File: src/rtl/exc_commit_pkg.sv
package exc_commit_pkg;
   localparam int CAUSE_W = 3;
   localparam int N_PRE_STAGES = 3;

   typedef enum logic [CAUSE_W-1:0] {
      CAUSE_NONE    = 3'd0,
      CAUSE_FETCH   = 3'd1,
      CAUSE_ILLEGAL = 3'd2,
      CAUSE_OVF     = 3'd3,
      CAUSE_DADDR   = 3'd4,
      CAUSE_IRQ     = 3'd5
   } cause_e;
endpackage

File: src/rtl/exc_irq_sync.sv
module exc_irq_sync #(
   parameter int STAGES = 0
) (
   input  logic clk,
   input  logic rst_n,
   input  logic irq_in,
   output logic irq_out
);
   generate
      if (STAGES == 0) begin : g_direct
         assign irq_out = irq_in;
      end else begin : g_flops
         logic [STAGES-1:0] chain_q;
         always_ff @(posedge clk or negedge rst_n) begin
            if (!rst_n) chain_q <= '0;
            else        chain_q <= {chain_q[STAGES-2 >= 0 ? STAGES-2 : 0 : 0], irq_in} & {STAGES{1'b1}};
         end
         assign irq_out = chain_q[STAGES-1];
      end
   endgenerate
endmodule

File: src/rtl/exc_stage_reg.sv
module exc_stage_reg
   import exc_commit_pkg::*;
#(
   parameter int     PC_W       = 32,
   parameter cause_e LOCAL_CODE = CAUSE_FETCH
) (
   input  logic            clk,
   input  logic            rst_n,
   input  logic            kill,
   input  logic            in_valid,
   input  logic [PC_W-1:0] in_pc,
   input  cause_e          in_cause,
   input  logic            local_fault,
   output logic            out_valid,
   output logic [PC_W-1:0] out_pc,
   output cause_e          out_cause
);
   cause_e merged;

   // An older flag already carried by the instruction keeps precedence
   always_comb begin
      if (!in_valid)                merged = CAUSE_NONE;
      else if (in_cause != CAUSE_NONE) merged = in_cause;
      else if (local_fault)         merged = LOCAL_CODE;
      else                          merged = CAUSE_NONE;
   end

   always_ff @(posedge clk or negedge rst_n) begin
      if (!rst_n) begin
         out_valid <= 1'b0;
         out_pc    <= '0;
         out_cause <= CAUSE_NONE;
      end else begin
         out_valid <= in_valid & ~kill;
         out_pc    <= in_pc;
         out_cause <= kill ? CAUSE_NONE : merged;
      end
   end
endmodule

File: src/rtl/exc_commit_ctrl.sv
module exc_commit_ctrl
   import exc_commit_pkg::*;
#(
   parameter int              PC_W       = 32,
   parameter logic [PC_W-1:0] HANDLER_PC = '0
) (
   input  logic            m_valid,
   input  cause_e          m_cause,
   input  logic            m_daddr_fault,
   input  logic            m_is_eret,
   input  logic            irq,
   input  logic            int_en,
   input  logic [PC_W-1:0] epc,
   output logic            take,
   output cause_e          take_cause,
   output logic            eret_take,
   output logic            wb_en,
   output logic            redirect_valid,
   output logic [PC_W-1:0] redirect_pc
);
   cause_e sync_cause;
   logic   irq_hit;

   always_comb begin
      if (m_cause != CAUSE_NONE) sync_cause = m_cause;
      else if (m_daddr_fault)    sync_cause = CAUSE_DADDR;
      else                       sync_cause = CAUSE_NONE;
   end

   assign irq_hit        = m_valid & irq & int_en;
   assign take           = m_valid & (irq_hit | (sync_cause != CAUSE_NONE));
   assign take_cause     = irq_hit ? CAUSE_IRQ : sync_cause;
   assign eret_take      = m_valid & m_is_eret & ~take;
   assign wb_en          = m_valid & ~take;
   assign redirect_valid = take | eret_take;
   assign redirect_pc    = take ? HANDLER_PC : epc;
endmodule

File: src/rtl/exc_status_regs.sv
module exc_status_regs
   import exc_commit_pkg::*;
#(
   parameter int PC_W = 32
) (
   input  logic            clk,
   input  logic            rst_n,
   input  logic            take,
   input  cause_e          take_cause,
   input  logic [PC_W-1:0] m_pc,
   input  logic            eret_take,
   output cause_e          cause_q,
   output logic [PC_W-1:0] epc_q,
   output logic            int_en_q,
   output logic            kernel_q
);
   always_ff @(posedge clk or negedge rst_n) begin
      if (!rst_n) begin
         cause_q  <= CAUSE_NONE;
         epc_q    <= '0;
         int_en_q <= 1'b1;
         kernel_q <= 1'b0;
      end else if (take) begin
         cause_q  <= take_cause;
         epc_q    <= m_pc;
         int_en_q <= 1'b0;
         kernel_q <= 1'b1;
      end else if (eret_take) begin
         int_en_q <= 1'b1;
         kernel_q <= 1'b0;
      end
   end
endmodule

File: src/rtl/exc_commit_unit.sv
module exc_commit_unit
   import exc_commit_pkg::*;
#(
   parameter int              PC_W       = 32,
   parameter logic [PC_W-1:0] HANDLER_PC = 32'h8000_0000,
   parameter int              IRQ_SYNC   = 0
) (
   input  logic               clk,
   input  logic               rst_n,
   input  logic               f_valid,
   input  logic [PC_W-1:0]    f_pc,
   input  logic               f_addr_fault,
   input  logic               d_illegal_op,
   input  logic               e_overflow,
   input  logic               m_daddr_fault,
   input  logic               m_is_eret,
   input  logic               irq_req,
   output logic               exc_taken,
   output logic               flush,
   output logic               redirect_valid,
   output logic [PC_W-1:0]    redirect_pc,
   output logic               wb_en,
   output logic [CAUSE_W-1:0] cause,
   output logic [PC_W-1:0]    epc,
   output logic               int_en,
   output logic               kernel_mode
);
   generate
      if (PC_W < 8) begin : g_bad_width
         $error("exc_commit_unit: PC_W must be at least 8");
      end
      if (HANDLER_PC[1:0] != 2'b00) begin : g_bad_handler
         $error("exc_commit_unit: HANDLER_PC must be word aligned");
      end
      if (IRQ_SYNC < 0 || IRQ_SYNC > 3) begin : g_bad_sync
         $error("exc_commit_unit: IRQ_SYNC must be 0 to 3");
      end
   endgenerate

   // index 0 is the fetch input, index N_PRE_STAGES is the commit stage
   logic            st_valid [0:N_PRE_STAGES];
   logic [PC_W-1:0] st_pc    [0:N_PRE_STAGES];
   cause_e          st_cause [0:N_PRE_STAGES];
   logic [N_PRE_STAGES-1:0] stage_fault;

   logic            m_valid;
   logic [PC_W-1:0] m_pc;
   cause_e          m_cause;
   logic            irq_eff;
   logic            take;
   cause_e          take_cause;
   logic            eret_take;
   cause_e          cause_q;
   logic            kill;

   assign st_valid[0] = f_valid;
   assign st_pc[0]    = f_pc;
   assign st_cause[0] = CAUSE_NONE;
   assign stage_fault = {e_overflow, d_illegal_op, f_addr_fault};

   genvar gi;
   generate
      for (gi = 0; gi < N_PRE_STAGES; gi++) begin : g_stage
         exc_stage_reg #(
            .PC_W      (PC_W),
            .LOCAL_CODE(cause_e'(gi + 1))
         ) u_stage (
            .clk        (clk),
            .rst_n      (rst_n),
            .kill       (kill),
            .in_valid   (st_valid[gi]),
            .in_pc      (st_pc[gi]),
            .in_cause   (st_cause[gi]),
            .local_fault(stage_fault[gi]),
            .out_valid  (st_valid[gi+1]),
            .out_pc     (st_pc[gi+1]),
            .out_cause  (st_cause[gi+1])
         );
      end
   endgenerate

   assign m_valid = st_valid[N_PRE_STAGES];
   assign m_pc    = st_pc[N_PRE_STAGES];
   assign m_cause = st_cause[N_PRE_STAGES];

   exc_irq_sync #(.STAGES(IRQ_SYNC)) u_irq_sync (
      .clk    (clk),
      .rst_n  (rst_n),
      .irq_in (irq_req),
      .irq_out(irq_eff)
   );

   exc_commit_ctrl #(.PC_W(PC_W), .HANDLER_PC(HANDLER_PC)) u_ctrl (
      .m_valid       (m_valid),
      .m_cause       (m_cause),
      .m_daddr_fault (m_daddr_fault),
      .m_is_eret     (m_is_eret),
      .irq           (irq_eff),
      .int_en        (int_en),
      .epc           (epc),
      .take          (take),
      .take_cause    (take_cause),
      .eret_take     (eret_take),
      .wb_en         (wb_en),
      .redirect_valid(redirect_valid),
      .redirect_pc   (redirect_pc)
   );

   exc_status_regs #(.PC_W(PC_W)) u_status (
      .clk       (clk),
      .rst_n     (rst_n),
      .take      (take),
      .take_cause(take_cause),
      .m_pc      (m_pc),
      .eret_take (eret_take),
      .cause_q   (cause_q),
      .epc_q     (epc),
      .int_en_q  (int_en),
      .kernel_q  (kernel_mode)
   );

   assign kill      = take | eret_take;
   assign flush     = kill;
   assign exc_taken = take;
   assign cause     = cause_q;
endmodule

File: config.mk
export PLATFORM = sky130hd
export DESIGN_NAME = exc_commit_unit
export DESIGN_NICKNAME = d
export VERILOG_FILES = /design/src/rtl/exc_commit_pkg.sv /design/src/rtl/exc_irq_sync.sv /design/src/rtl/exc_stage_reg.sv /design/src/rtl/exc_commit_ctrl.sv /design/src/rtl/exc_status_regs.sv /design/src/rtl/exc_commit_unit.sv
export SDC_FILE = /design/constraint.sdc
export NUM_CORES = 1
export LEC_CHECK = 0
export BUFFER_PORTS_ARGS = -buffer_cell sky130_fd_sc_hd__buf_2
export CAP_MARGIN = 25
export CELL_PAD_IN_SITES_DETAIL_PLACEMENT = 1
export CELL_PAD_IN_SITES_GLOBAL_PLACEMENT = 1
export CORE_MARGIN = 1.5
export CORE_UTILIZATION = 39
export CTS_CLUSTER_SIZE = 14
export DETAILED_ROUTE_END_ITERATION = 7
export PLACE_DENSITY_LB_ADDON = 0.1
export RECOVER_POWER = 100
export SLEW_MARGIN = 0
export SYNTH_ARGS = -nofsm -noshare
export SYNTH_HDL_FRONTEND = slang
export SYNTH_SLANG_ARGS = --single-unit
File: constraint.sdc
create_clock -name clk -period 1.6 [get_ports clk]
set_clock_uncertainty 0.1 [all_clocks]
set_input_delay 0.08 -clock clk [delete_from_list [all_inputs] [get_ports clk]]
set_output_delay 0.08 -clock clk [all_outputs]
set_load 0.01 [all_outputs]
==> results.rst <==
.. list-table::
   :header-rows: 1

   * - Metric
     - Value
   * - Total internal power
     - 0.00867 W
   * - Minimum clock period
     - 1.91 ns
   * - Antenna Cells
     - 0
   * - Aggregate global-route resource usage
     - 0.171
   * - Data required time of the critical path
     - 1.42 ns
   * - Failing checks
     - setup timing
   * - Portion of the clock cycle consumed by the worst path in the final layout
     - 1.20
   * - Worst hold slack after final layout
     - 0.0531 ns
   * - Routability congestion estimate
     - 0.737
   * - Kind of critical path
     - reg2out
   * - Syn nets
     - 288
   * - Row count
     - 38
   * - Clock sink count
     - 141
   * - Count of warnings emitted by yosys
     - 0
   * - Total count of max-transition violations in the final report
     - 0
   * - Number of DRC markers in iteration 0
     - 97
   * - Share of Yosys cell area claimed by the top area cell type
     - 0.788
   * - Count of cell types in the netlist
     - 25
   * - Setup repair after global routing missed its margin
     - true
   * - Dominant delay contributor by cell family on the critical path
     - compound AO/OA/AOI/OAI gates
   * - Clk network pwr share
     - 0.343
   * - Vias after detailed routing
     - 2611
   * - Crit path max fanout
     - 15
   * - Final setup violating endpoints
     - 70
   * - Tightest Pin Transition
     - 0.885 ns
   * - Switching Fraction
     - 0.287
   * - Static leakage power
     - 3.07 nW
   * - Crit path setup slack, layout
     - -0.312 ns
   * - Number of enable flip-flop cells after synthesis
     - 0
   * - Count leader, synth
     - sky130_fd_sc_hd__dfrtp_1
   * - Flip-flop cell with the highest count after synthesis
     - sky130_fd_sc_hd__dfrtp_1
   * - Total wire length
     - 9420 um
   * - Fraction of registers with async set or reset after synthesis
     - 1.00
   * - Max_slew headroom
     - 0.410
   * - Maximum clock rate
     - 523 MHz
   * - Main area contributors after synthesis
     - sky130_fd_sc_hd__dfrtp_1, sky130_fd_sc_hd__mux2_4, sky130_fd_sc_hd__and2_1
   * - Cell area after technology mapping
     - 4450 sq um
   * - DPL Wire Length
     - 5060 um
   * - Maximum number of pins on one net before global-route repair
     - 69
   * - Cell-by-cell trace of the critical path
     - a2111o_1 > nand2_4 > buf_12 > and2_4 > buf_2
   * - Max rail drop VDD
     - 0.000831 V
   * - Power density normalized to cell area
     - 1880 nW/um^2
   * - Run status
     - finished with violations
   * - Critical Path End Type
     - output port
   * - Mean routed wirelength per cell
     - 16.1 um
   * - Die span in x
     - 110 um
   * - Initial antenna violation count
     - 0
   * - Initial core utilization
     - 0.405
   * - Clock buffer depth
     - 2
   * - Switching component of the power
     - 0.00348 W
   * - Vias per Instance
     - 4.47
   * - Sequential area share after synthesis
     - 0.794
   * - Pre-Repair DR Iteration Count
     - 3
   * - Post-route design area
     - 6470 sq um
   * - Fraction of layout cells with a size suffix above 1
     - 0.383
   * - Arrival time at the worst endpoint
     - 1.73 ns
   * - Cell taking the most area after synthesis
     - sky130_fd_sc_hd__dfrtp_1
   * - Relative contribution of combinational cells to total power
     - 0.272
   * - Final Util
     - 0.589
   * - Vertical die dimension
     - 110 um
   * - Register clock-pin slew on the reported worst setup and hold paths
     - 0.05 ns
   * - Worst skew pair latency
     - 0.40 ns
   * - TritonCTS clock tree
     - done
   * - Floorplan Core Area
     - 11000 sq um
   * - Global-route wire length before repair
     - 14700 um
   * - Post-Synthesis Mean Instance Area
     - 18.0 sq um
   * - Slowest Stage Delay on Critical Path
     - 0.43 ns
   * - Detail Route Antenna Nets
     - 0
   * - Nets
     - 473
   * - Area growth, synth to finish
     - 45.5%
   * - Number of CTS-inserted buffers
     - 17
   * - Buffers plus inverters on the worst setup path
     - 2
   * - Via count of the first global-routing pass
     - 2785
   * - Leading cell types by count after synthesis
     - sky130_fd_sc_hd__dfrtp_1, sky130_fd_sc_hd__and2_1, sky130_fd_sc_hd__mux2_4
   * - Synthesized instance count
     - 247
   * - Clk root buf
     - sky130_fd_sc_hd__clkbuf_16
   * - Critical path's slowest cell
     - sky130_fd_sc_hd__a2111o_1
   * - Yosys reg bits
     - 141
   * - IO Count
     - 114
   * - Nature of the critical path startpoint
     - register
   * - Path class of the lowest-slack min-delay path
     - in2reg
   * - Share of total power in sequential cells
     - 0.385
   * - DRC violations left
     - 0
   * - Buffers on Ports
     - 113
   * - Die Area
     - 12000 sq um
   * - Final-report hold violation count
     - 0
   * - CTS H-tree lvls
     - 4
   * - Grt ovf
     - 0
   * - Max-cap check violation count
     - 0
   * - Cell area after placement
     - 5240 sq um
what timing repair did:
| action | CTS | global route |
|---|---|---|
| gates cloned | 3 | 0 |
| buffers inserted | 7 | 2 |
| hold buffers | 40 | 0 |
| endpoints found under the hold margin | 181 | 0 |
| pin swaps | 3 | 1 |
| gates resized for setup | 19 | 11 |
| setup endpoints to repair | 69 | 75 |
area by class of cell:
class / instances / area, sq um
clock inverter: 12 / 185
multi-input combinational: 95 / 877
inverter: 3 / 27.5
sequential: 141 / 3530
timing repair inverter: 2 / 36.3
tap: 140 / 175
clock buffer: 19 / 453
timing repair buffer: 172 / 1180
fill: 1075 / 4520
metrics by stage:
stage	cells	TNS [ns]	power, W	setup WS [ns]
finish	584	-19.34	0.0122	-0.312
global route	584	-25.72	0.0128	-0.415
CTS	583	-19.16	0.0123	-0.335
detailed placement	502	-4.19	0.00769	-0.165
global placement	502	-2.69	0.00757	-0.123
floorplan	247	-1.92	0.00634	-0.0730
registers in the layout, summed over array words and instances (netlist names):
register	flops
g_stage.u_stage.out_valid	3
u_status.kernel_q	1
u_status.cause_q	3
u_status.int_en_q	1
g_stage.u_stage.out_pc	96
u_status.epc_q	32
g_stage.u_stage.out_cause	5
routing by layer:
metal / global-route usage / vias to the layer above / part of all wire / routed length (um)
li1: - / 1177 / - / -
met1: 0.216 / 1346 / 0.43 / 4050
met2: 0.289 / 84 / 0.52 / 4880
met3: 0.0480 / 4 / 0.047 / 444
met4: 0.0501 / 0 / 0.0047 / 44
met5: 0 / - / 0 / 0
final timing paths:
kind | startpoint | to | slack, ns | cells after the start
max reg2reg | u_status.int_en_q | u_status.epc_q[20] | -0.29 | 7
max in group asynchronous | rst_n | u_status.int_en_q | 0.26 | 3
min in group asynchronous | rst_n | u_status.cause_q[0] | 0.24 | 2
max | u_status.int_en_q | redirect_pc[8] | -0.31 | 5
min | m_daddr_fault | u_status.cause_q[2] | 0.05 | 4
min reg2reg | g_stage[0].u_stage.out_pc[28] | g_stage[1].u_stage.out_pc[28] | 0.25 | 0
power groups by stage:
stage | Sequential, W | Clock [W] | Combinational, W
global route | 0.00476 | 0.00443 | 0.00359
CTS | 0.00467 | 0.00427 | 0.00337
global placement | 0.00468 | 0 | 0.00289
floorplan | 0.00482 | 0 | 0.00152
detailed placement | 0.00471 | 0 | 0.00298
finish | 0.00468 | 0.00417 | 0.00331
kinds of logic after synthesis:
family / Yosys count / share of synthesized area
buf+inv: 11 / 0.0158
flops: 141 / 0.794
simple gates: 51 / 0.0687
compound gates: 12 / 0.0169
mux: 32 / 0.105
cell usage in the layout (no fill, tap or decap), types with 3 or more instances in the layout:
cell,instances
sky130_fd_sc_hd__dlygate4sd3_1,40
sky130_fd_sc_hd__dfrtp_1,140
sky130_fd_sc_hd__and2_1,33
sky130_fd_sc_hd__inv_6,3
sky130_fd_sc_hd__buf_4,9
sky130_fd_sc_hd__mux2_4,30
sky130_fd_sc_hd__bufinv_16,4
sky130_fd_sc_hd__buf_6,4
sky130_fd_sc_hd__o21ai_0,4
sky130_fd_sc_hd__clkinv_4,3
sky130_fd_sc_hd__clkbuf_16,17
sky130_fd_sc_hd__clkbuf_1,35
sky130_fd_sc_hd__nand2_1,5
sky130_fd_sc_hd__buf_12,5
sky130_fd_sc_hd__a21oi_1,3
sky130_fd_sc_hd__buf_2,75
worst reg2reg max path, cell delays in order (launching register included):
cell,delay (ns)
sky130_fd_sc_hd__dfstp_2,0.37
sky130_fd_sc_hd__a2111o_1,0.43
sky130_fd_sc_hd__nand2_4,0.12
sky130_fd_sc_hd__buf_4,0.12
sky130_fd_sc_hd__buf_8,0.13
sky130_fd_sc_hd__buf_12,0.15
sky130_fd_sc_hd__inv_16,0.06
sky130_fd_sc_hd__mux2_4,0.29
Power figures use the tool's default switching activity.
